[config.mk]
export PLATFORM = sky130hd
export DESIGN_NAME = rxq_lockfifo
export DESIGN_NICKNAME = d
export VERILOG_FILES = /design/src/rtl/rxq_pkg.sv /design/src/rtl/rxq_cmd_ctrl.sv /design/src/rtl/rxq_ptr_ctrl.sv /design/src/rtl/rxq_store.sv /design/src/rtl/rxq_lockfifo.sv
export SDC_FILE = /design/constraint.sdc
export NUM_CORES = 1
export LEC_CHECK = 0
export ABC_AREA = 1
export CAP_MARGIN = 20
export CORE_ASPECT_RATIO = 0.9
export CORE_MARGIN = 8
export CORE_UTILIZATION = 47
export CTS_CLUSTER_DIAMETER = 150
export DETAILED_ROUTE_END_ITERATION = 12
export GPL_ROUTABILITY_DRIVEN = 0
export GPL_TIMING_DRIVEN = 0
export PLACE_DENSITY = 0.75
export RECOVER_POWER = 50
export SLEW_MARGIN = 20
export SYNTH_ARGS = -nofsm -noshare
export SYNTH_HDL_FRONTEND = slang
export SYNTH_HIERARCHICAL = 1
export SYNTH_SLANG_ARGS = --single-unit
[constraint.sdc]
create_clock -name clk -period 2.2 [get_ports clk]
set_input_delay 0.33 -clock clk [delete_from_list [all_inputs] [get_ports clk]]
set_output_delay 0.33 -clock clk [all_outputs]
set_load 0.02 [all_outputs]
[src/rtl/rxq_pkg.sv]
package rxq_pkg;

   // bit positions inside the command byte
   localparam int unsigned CB_RX_ON     = 0;
   localparam int unsigned CB_RX_OFF    = 1;
   localparam int unsigned CB_MACH_RST  = 2;
   localparam int unsigned CB_Q_EMPTY   = 3;
   localparam int unsigned CB_Q_LOCK    = 4;
   localparam int unsigned CB_Q_UNLOCK  = 5;
   localparam int unsigned CB_STAT_CLR  = 6;
   localparam int unsigned CB_USED_BITS = 7;

   typedef struct packed {
      logic rx_on;
      logic rx_off;
      logic mach_rst;
      logic q_empty;
      logic q_lock;
      logic q_unlock;
      logic stat_clr;
   } rxq_cmd_t;

   function automatic rxq_cmd_t rxq_decode(input logic [CB_USED_BITS-1:0] b);
      rxq_cmd_t c;
      c.rx_on    = b[CB_RX_ON];
      c.rx_off   = b[CB_RX_OFF];
      c.mach_rst = b[CB_MACH_RST];
      c.q_empty  = b[CB_Q_EMPTY];
      c.q_lock   = b[CB_Q_LOCK];
      c.q_unlock = b[CB_Q_UNLOCK];
      c.stat_clr = b[CB_STAT_CLR];
      return c;
   endfunction

endpackage

[src/rtl/rxq_cmd_ctrl.sv]
module rxq_cmd_ctrl
   import rxq_pkg::*;
(
   input  logic                    clk,
   input  logic                    rst_n,
   input  logic                    cmd_wr,
   input  logic [CB_USED_BITS-1:0] cmd_bits,
   output rxq_cmd_t                cmd,
   output logic                    rx_on,
   output logic                    q_locked
);

   rxq_cmd_t raw;
   logic     rx_on_d;
   logic     lock_d;

   always_comb begin
      raw = rxq_decode(cmd_bits);
      cmd = cmd_wr ? raw : '0;
   end

   // turning reception off outranks turning it on
   always_comb begin
      rx_on_d = rx_on;
      if (cmd.rx_off)
         rx_on_d = 1'b0;
      else if (cmd.rx_on)
         rx_on_d = 1'b1;
   end

   // a machine reset or an explicit unlock outranks a lock request
   always_comb begin
      lock_d = q_locked;
      if (cmd.mach_rst || cmd.q_unlock)
         lock_d = 1'b0;
      else if (cmd.q_lock)
         lock_d = 1'b1;
   end

   always_ff @(posedge clk or negedge rst_n) begin
      if (!rst_n) begin
         rx_on    <= 1'b0;
         q_locked <= 1'b0;
      end else begin
         rx_on    <= rx_on_d;
         q_locked <= lock_d;
      end
   end

endmodule

[src/rtl/rxq_ptr_ctrl.sv]
module rxq_ptr_ctrl #(
   parameter int unsigned DEPTH = 4,
   localparam int unsigned PTR_W = (DEPTH > 1) ? $clog2(DEPTH) : 1,
   localparam int unsigned CNT_W = $clog2(DEPTH + 1)
) (
   input  logic             clk,
   input  logic             rst_n,
   input  logic             push,
   input  logic             pop_req,
   input  logic             rx_on,
   input  logic             q_locked,
   input  logic             q_empty,
   input  logic             stat_clr,
   input  logic [CNT_W-1:0] eff_depth,
   output logic             wr_en,
   output logic [PTR_W-1:0] wr_idx,
   output logic [PTR_W-1:0] rd_idx,
   output logic [CNT_W-1:0] count,
   output logic             overrun
);

   logic pop_ok;
   logic room;
   logic take;
   logic lose;

   function automatic logic [PTR_W-1:0] bump(input logic [PTR_W-1:0] p);
      return (p == PTR_W'(DEPTH - 1)) ? '0 : p + PTR_W'(1);
   endfunction

   always_comb begin
      pop_ok = pop_req && (count != '0) && !q_empty;
      room   = count < eff_depth;
      take   = push && rx_on && !q_locked && room && !q_empty;
      lose   = push && rx_on && (q_locked || !room) && !q_empty;
      wr_en  = take;
   end

   always_ff @(posedge clk or negedge rst_n) begin
      if (!rst_n) begin
         wr_idx <= '0;
         rd_idx <= '0;
         count  <= '0;
      end else if (q_empty) begin
         wr_idx <= '0;
         rd_idx <= '0;
         count  <= '0;
      end else begin
         if (take)
            wr_idx <= bump(wr_idx);
         if (pop_ok)
            rd_idx <= bump(rd_idx);
         case ({take, pop_ok})
            2'b10:   count <= count + CNT_W'(1);
            2'b01:   count <= count - CNT_W'(1);
            default: count <= count;
         endcase
      end
   end

   always_ff @(posedge clk or negedge rst_n) begin
      if (!rst_n)
         overrun <= 1'b0;
      else if (lose)
         overrun <= 1'b1;
      else if (stat_clr)
         overrun <= 1'b0;
   end

endmodule

[src/rtl/rxq_store.sv]
module rxq_store #(
   parameter int unsigned DEPTH       = 4,
   parameter int unsigned DATA_W      = 11,
   parameter bit          STORE_RESET = 1'b0,
   localparam int unsigned PTR_W = (DEPTH > 1) ? $clog2(DEPTH) : 1
) (
   input  logic              clk,
   input  logic              rst_n,
   input  logic              wr_en,
   input  logic [PTR_W-1:0]  wr_idx,
   input  logic [DATA_W-1:0] wr_word,
   input  logic [PTR_W-1:0]  rd_idx,
   output logic [DATA_W-1:0] rd_word
);

   logic [DATA_W-1:0] slot [DEPTH];

   for (genvar i = 0; i < DEPTH; i++) begin : g_slot
      if (STORE_RESET) begin : g_rst
         always_ff @(posedge clk or negedge rst_n) begin
            if (!rst_n)
               slot[i] <= '0;
            else if (wr_en && wr_idx == PTR_W'(i))
               slot[i] <= wr_word;
         end
      end else begin : g_norst
         logic unused_rst;
         assign unused_rst = rst_n;
         always_ff @(posedge clk) begin
            if (wr_en && wr_idx == PTR_W'(i))
               slot[i] <= wr_word;
         end
      end
   end

   assign rd_word = slot[rd_idx];

endmodule

[src/rtl/rxq_lockfifo.sv]
module rxq_lockfifo
   import rxq_pkg::*;
#(
   parameter int unsigned DATA_W      = 11,
   parameter int unsigned DEPTH       = 4,
   parameter bit          STORE_RESET = 1'b0,
   localparam int unsigned PTR_W = (DEPTH > 1) ? $clog2(DEPTH) : 1,
   localparam int unsigned CNT_W = $clog2(DEPTH + 1)
) (
   input  logic              clk,
   input  logic              rst_n,
   input  logic              rx_push,
   input  logic [DATA_W-1:0] rx_word,
   input  logic              rd_req,
   output logic [DATA_W-1:0] rd_word,
   output logic              rd_avail,
   input  logic              cmd_wr,
   input  logic [7:0]        cmd_byte,
   input  logic [CNT_W-1:0]  cfg_depth,
   input  logic [CNT_W-1:0]  cfg_thresh,
   output logic              rx_on,
   output logic              q_locked,
   output logic [CNT_W-1:0]  fill_level,
   output logic              thresh_hit,
   output logic              overrun
);

   if (DEPTH < 1 || DEPTH > 16) begin : g_bad_depth
      $error("rxq_lockfifo: DEPTH must be within 1..16");
   end
   if (DATA_W < 1) begin : g_bad_width
      $error("rxq_lockfifo: DATA_W must be positive");
   end

   rxq_cmd_t         cmd;
   logic             wr_en;
   logic [PTR_W-1:0] wr_idx;
   logic [PTR_W-1:0] rd_idx;
   logic [CNT_W-1:0] eff_depth;
   logic [CNT_W-1:0] eff_thresh;
   logic             cmd_unused;

   assign cmd_unused = cmd_byte[7];

   always_comb begin
      if (cfg_depth == '0)
         eff_depth = CNT_W'(1);
      else if (cfg_depth > CNT_W'(DEPTH))
         eff_depth = CNT_W'(DEPTH);
      else
         eff_depth = cfg_depth;
      eff_thresh = (cfg_thresh == '0) ? CNT_W'(1) : cfg_thresh;
   end

   rxq_cmd_ctrl u_cmd (
      .clk      (clk),
      .rst_n    (rst_n),
      .cmd_wr   (cmd_wr),
      .cmd_bits (cmd_byte[CB_USED_BITS-1:0]),
      .cmd      (cmd),
      .rx_on    (rx_on),
      .q_locked (q_locked)
   );

   rxq_ptr_ctrl #(.DEPTH(DEPTH)) u_ptr (
      .clk       (clk),
      .rst_n     (rst_n),
      .push      (rx_push),
      .pop_req   (rd_req),
      .rx_on     (rx_on),
      .q_locked  (q_locked),
      .q_empty   (cmd.q_empty),
      .stat_clr  (cmd.stat_clr),
      .eff_depth (eff_depth),
      .wr_en     (wr_en),
      .wr_idx    (wr_idx),
      .rd_idx    (rd_idx),
      .count     (fill_level),
      .overrun   (overrun)
   );

   rxq_store #(.DEPTH(DEPTH), .DATA_W(DATA_W), .STORE_RESET(STORE_RESET)) u_store (
      .clk     (clk),
      .rst_n   (rst_n),
      .wr_en   (wr_en),
      .wr_idx  (wr_idx),
      .wr_word (rx_word),
      .rd_idx  (rd_idx),
      .rd_word (rd_word)
   );

   assign rd_avail   = fill_level != '0;
   assign thresh_hit = fill_level >= eff_thresh;

endmodule

Word-level counts from Yosys, hierarchy flattened

Memory sizes are Yosys's and may differ from the RTL's.
Cells that the tools add are included.
Widths: inputs -> output; s select.

Add/subtract/negate cells: 4
Order comparisons: 3
Eq/ne operators: 6
Mux-type cells: 35
Reductions and logical operators: 30

Operator list:

| operator            | count |
|---|---|
| $mux 11             | 3 |
| $reduce_or 11->1    | 3 |
| $mux 2              | 9 |
| $mux 1              | 17 |
| $logic_and 1x1->1   | 12 |
| $mux 3              | 4 |
| $reduce_bool 2->1   | 5 |
| $eq 2x2->1 const B  | 4 |
| $mux 7              | 1 |
| $logic_not 3->1     | 2 |
| $pmux 3 s2          | 1 |
| $reduce_bool 3->1   | 2 |
| $add 2x1->2 const B | 2 |
| $eq 2x1->1 const B  | 2 |
| $add 3x1->3 const B | 1 |
| $ge 3x3->1          | 1 |
| $gt 3x3->1 const B  | 1 |
| $logic_not 1->1     | 3 |
| $lt 3x3->1          | 1 |
| $sub 3x1->3 const B | 1 |
| $logic_not 2->1     | 1 |
| $logic_or 1x1->1    | 2 |

Bits in registers: 10
Bits in writable memories: 44
Output and inout bits: 19
Memories: 1

Memories:

| memory       | words | bits a word | read ports | clocked after memory_dff | wr ports | RTL line        | RTL |
|---|---|---|---|---|---|---|---|
| u_store.slot | 4     | 11          | 1          | 0                        | 1        | rxq_store.sv:16 | `logic [DATA_W-1:0] slot [DEPTH];` |

Logic depth before layout (Yosys ltp)

Depth in word-level cells: 13
Depth in mapped cells: 17
Mapped depth without buffers: 17

Cells and area by module

The synthesis kept the hierarchy.

By module, submodules not included:

| module       | times used | cells each | area each (µm²) |
|---|---|---|---|
| rxq_store    | 1          | 180        | 1888.1 |
| rxq_ptr_ctrl | 1          | 73         | 590.6 |
| rxq_cmd_ctrl | 1          | 24         | 148.9 |
| rxq_lockfifo | 1          | 21         | 110.1 |

Worst setup path before layout

Ideal clock, no wire load.

Path kind: register -> register
Start: register u_ptr.count[2]
End: memory u_store.slot[0][0], enable pin
Setup time: 393 ps
Arrival: 2073 ps
Path slack: -266 ps
Stages on the path, launching flop included: 9
Clock period less this slack: 2466 ps
Path through: dfrtp_1 -> ha_1 -> nand2_1 -> inv_2 -> nand2_2 -> nand3_4 -> inv_1 -> inv_1 -> nor3_1

Longest elaborated chain between the ends: 10
Elaborated cells on any way between the ends: 24
Classes of those cells: 1 x order compare; 14 x mux; 9 x reduce/logical

RTL lines:

| element                                                        | RTL line           | RTL |
|---|---|---|
| start: declaration                                             | rxq_ptr_ctrl.sv:18 | `output logic [CNT_W-1:0] count,` |
| start signal: assignment                                       | rxq_ptr_ctrl.sv:54 | `2'b10: count <= count + CNT_W'(1);` |
| start signal: assignment                                       | rxq_ptr_ctrl.sv:55 | `2'b01: count <= count - CNT_W'(1);` |
| start signal: assignment                                       | rxq_ptr_ctrl.sv:56 | `default: count <= count;` |
| $lt 3x3->1 (*)                                                 | rxq_ptr_ctrl.sv:33 | `room = count < eff_depth;` |
| $logic_and 1x1->1 (*) (2 in a row)                             | rxq_ptr_ctrl.sv:34 | `take = push && rx_on && !q_locked && room && !q_empty;` |
| named net wr_en                                                | rxq_lockfifo.sv:36 | `logic wr_en;` |
| $logic_and 1x1->1                                              | rxq_store.sv:30    | `if (wr_en && wr_idx == PTR_W'(i))` |
| $mux 1                                                         | rxq_store.sv:30    |  |
| $mux 1 (implied by the code)                                   | rxq_store.sv:31    | `slot[i] <= wr_word;` |
| $reduce_or 11->1 (no line)                                     | n/a                |  |
| $mux 2 (no line) / $mux 1 (equally long branches) (3 in a row) | n/a                |  |
| end: declaration                                               | rxq_store.sv:16    |  |

Mark *: on every way through the listed nets, which the timed path passes. The rest lies on a longest branch.

Worst setup path in the final report

Start: register u_ptr.rd_idx[0]
End: output port rd_word[10]

Longest elaborated chain between the ends: 1

RTL lines:

| element                  | RTL line           | RTL |
|---|---|---|
| start: declaration       | rxq_ptr_ctrl.sv:17 | `output logic [PTR_W-1:0] rd_idx,` |
| start signal: assignment | rxq_ptr_ctrl.sv:52 | `rd_idx <= bump(rd_idx);` |
| $mem_v2 4x11             | n/a                |  |
| end: declaration         | rxq_lockfifo.sv:15 | `output logic [DATA_W-1:0] rd_word,` |

Every way passes these cells.

==> results.cfg <==
[floorplanning]
die_h_microns = 88.1
io_pins = 49
initial_utilization = 0.482
die_area_sq_mm = 0.00847
die_w_microns = 96.1
fp-row-count = 26
core_area_sq_mm = 0.00563

[synthesis]
syn_area_sq_mm = 0.00272
syn_inst = 292
syn_area_per_cell_sq_um = 9.30
syn_nets = 329
ys.warnings.count = 6

[placed_design]
port_buffers = 46
post-place-ws_ns = -0.590
dpl-instance-area_sq_mm = 0.00332
hpwl_microns = 4020

[sta]
final-max-slew-violation-count = 0
finClkSkew_ns = 0.0129
fmax_ghz = 0.477
layout_setup_ws_ns = 0.102
setup_violations = 0
worst_slew_pin_slew_ns = 0.476
hold_viol_final = 0
rsz0062_at_grt = false
max_slew_margin = 0.681
min_period_over_period = 0.954
fin_crit_ns = 2.10

[pwr]
clockPowerShare = 0.179
seq_power_share = 0.353
switching_share = 0.386
powerDensity_mw_per_mm2 = 1040
p_int_mw = 2.29
p_leak_nw = 1.78
peakVddDrop_mv = 0.668
power_frac_comb = 0.468
p_switching_mw = 1.44

[route]
viasPerCell = 4.57
vias = 1960
drtIter0Drc = 126
ant_nets = 0
wl_microns = 5740
drtPass1Iterations = 4
wl_per_cell_microns = 13.4
drc = 0

[worst_setup_path]
critPathMaxStageDelay_ns = 0.60
cp_max_fo = 10
cp.required_ns = 1.87
crit_arrival_ns = 1.77
critPathLaunch = u_ptr/rd_idx[0]
cp_slowest_cell = clkdlybuf4s50_1
path_cells = buf_4 -> nand2_1 -> nand3_1 -> nand2_1 -> clkdlybuf4s50_1
startpoint_type = flip-flop
path_class = reg -> out
end_kind = output port
r2r_start = u_ptr/count[1]
cpMostUsedCell = nand2_1

[cells_and_area]
n_fill_cell = 452
final_area_sq_mm = 0.00357
finalNetCount = 394
syn_to_final_growth_pct = 31.7
drive_gt1_frac = 0.159

[min_path]
hold_path.class = in -> reg
hold_start = cmd_wr

[global_route]
grt_pass1_wl_microns = 9590
grt_pass1_vias = 1983
grt_max_degree = 19
grt.overflow.total = 0
antenna_found_initial = 0
grtUsageTotal = 0.147

[status]
run_status = complete, no violations

[clocking]
insertion_delay_ns = 0.30
cts-root-buf = clkbuf_8
cts_tree = built
htree_levels = 2
cts_sinks = 54
clk_pin_slew_worst_paths_ns = 0.09
clockBufferDepth = 2
cts-buffers-inserted = 5

[run]
max_cap_viol_count = 0
## power by group through the flow
| stage | sequential [mW] | combinational (mW) | clock, mW |
|---|---|---|---|
| finish | 1.32 | 1.74 | 0.665 |
| global route | 1.33 | 1.93 | 0.716 |
| CTS | 1.34 | 1.73 | 0.680 |
| detailed placement | 1.34 | 1.67 | 0 |
| global placement | 1.33 | 1.62 | 0 |
| floorplan | 1.35 | 0.983 | 0 |
## worst max-delay path, delay by kind of cell, from the launching register on
kind | cells | cell delay (ns)
DFF | 1 | 0.47
buffers and inverters | 2 | 0.80
and+or+nand+nor | 3 | 0.20
## layer usage
layer | part of all wire | vias up | track usage
li1 | - | 1031 | -
met1 | 0.42 | 881 | 0.181
met2 | 0.52 | 44 | 0.254
met3 | 0.044 | 4 | 0.0266
met4 | 0.012 | 0 | 0.0446
met5 | 0 | - | 0
## area by class of cell
type                            instances  area (sq um)  share of cell area
Multi-Input combinational cell        157           865               0.242
Clock inverter                          3          47.5              0.0133
Tap cell                               70          87.6              0.0245
Timing Repair Buffer                   58           576               0.161
Inverter                               73           288              0.0805
Buffer                                  8          65.1              0.0182
Antenna cell                            1          2.50            0.000700
Clock buffer                            5          68.8              0.0193
Sequential cell                        54          1580               0.441
## cells in the final DEF, fill, tap and decap left out, types with 2 or more instances in the layout
cell	instances
nand3_2	2
nor2_1	10
nor3_4	4
dlymetal6s2s_1	9
edfxtp_1	44
nand3_1	30
dlygate4sd3_1	15
a21oi_1	4
buf_4	12
dfrtp_2	3
nand2_4	4
nand2_2	4
inv_1	66
ha_1	5
clkbuf_8	5
dfrtp_1	7
clkdlybuf4s50_1	18
nand2_1	84
o21ai_0	2
inv_2	6
buf_6	5
dlygate4sd2_1	4
## sequential cells by signal, indices dropped and copies added (netlist names)
| register | cells |
|---|---|
| u_store/slot | 44 |
| u_ptr/rd_idx | 2 |
| u_cmd/q_locked | 1 |
| u_ptr/count | 3 |
| u_ptr/wr_idx | 2 |
| u_ptr/overrun | 1 |
| u_cmd/rx_on | 1 |
## worst paths after layout
path	end	slack [ns]	depth (start not counted)
min in group asynchronous	u_ptr/wr_idx[0]	0.41	1
min reg2reg	u_ptr/overrun	0.55	2
min	u_cmd/q_locked	0.29	4
max	rd_word[10]	0.10	5
max in group asynchronous	u_ptr/count[2]	1.43	1
max reg2reg	u_store/slot[2][0]	0.11	9
## metrics by stage
stage / instances / utilization / total power, mW / TNS, ns / hold slack (ns)
4_1_cts: 425 / 0.627 / 3.75 / 0 / 0.288
5_1_grt: 428 / 0.635 / 3.97 / 0 / 0.301
6_report: 429 / 0.635 / 3.72 / 0 / 0.292
2_1_floorplan: 292 / - / 2.33 / -11.72 / 0.0344
3_3_place_gp: 408 / 0.580 / 2.95 / -57.02 / 0.510
3_5_place_dp: 412 / 0.590 / 3.01 / -21.28 / 0.548
## repair_timing
action / 4_1_cts / 5_1_grt
setup endpoints to repair: 48 / 31
hold endpoints to repair: 0 / 0
gates resized for setup: 17 / 10
pin swaps: 10 / 1
hold buffers: 0 / 0
cloned: 0 / 0
buffers inserted: 5 / 3
Note: power is estimated with default switching activity, not from simulation.
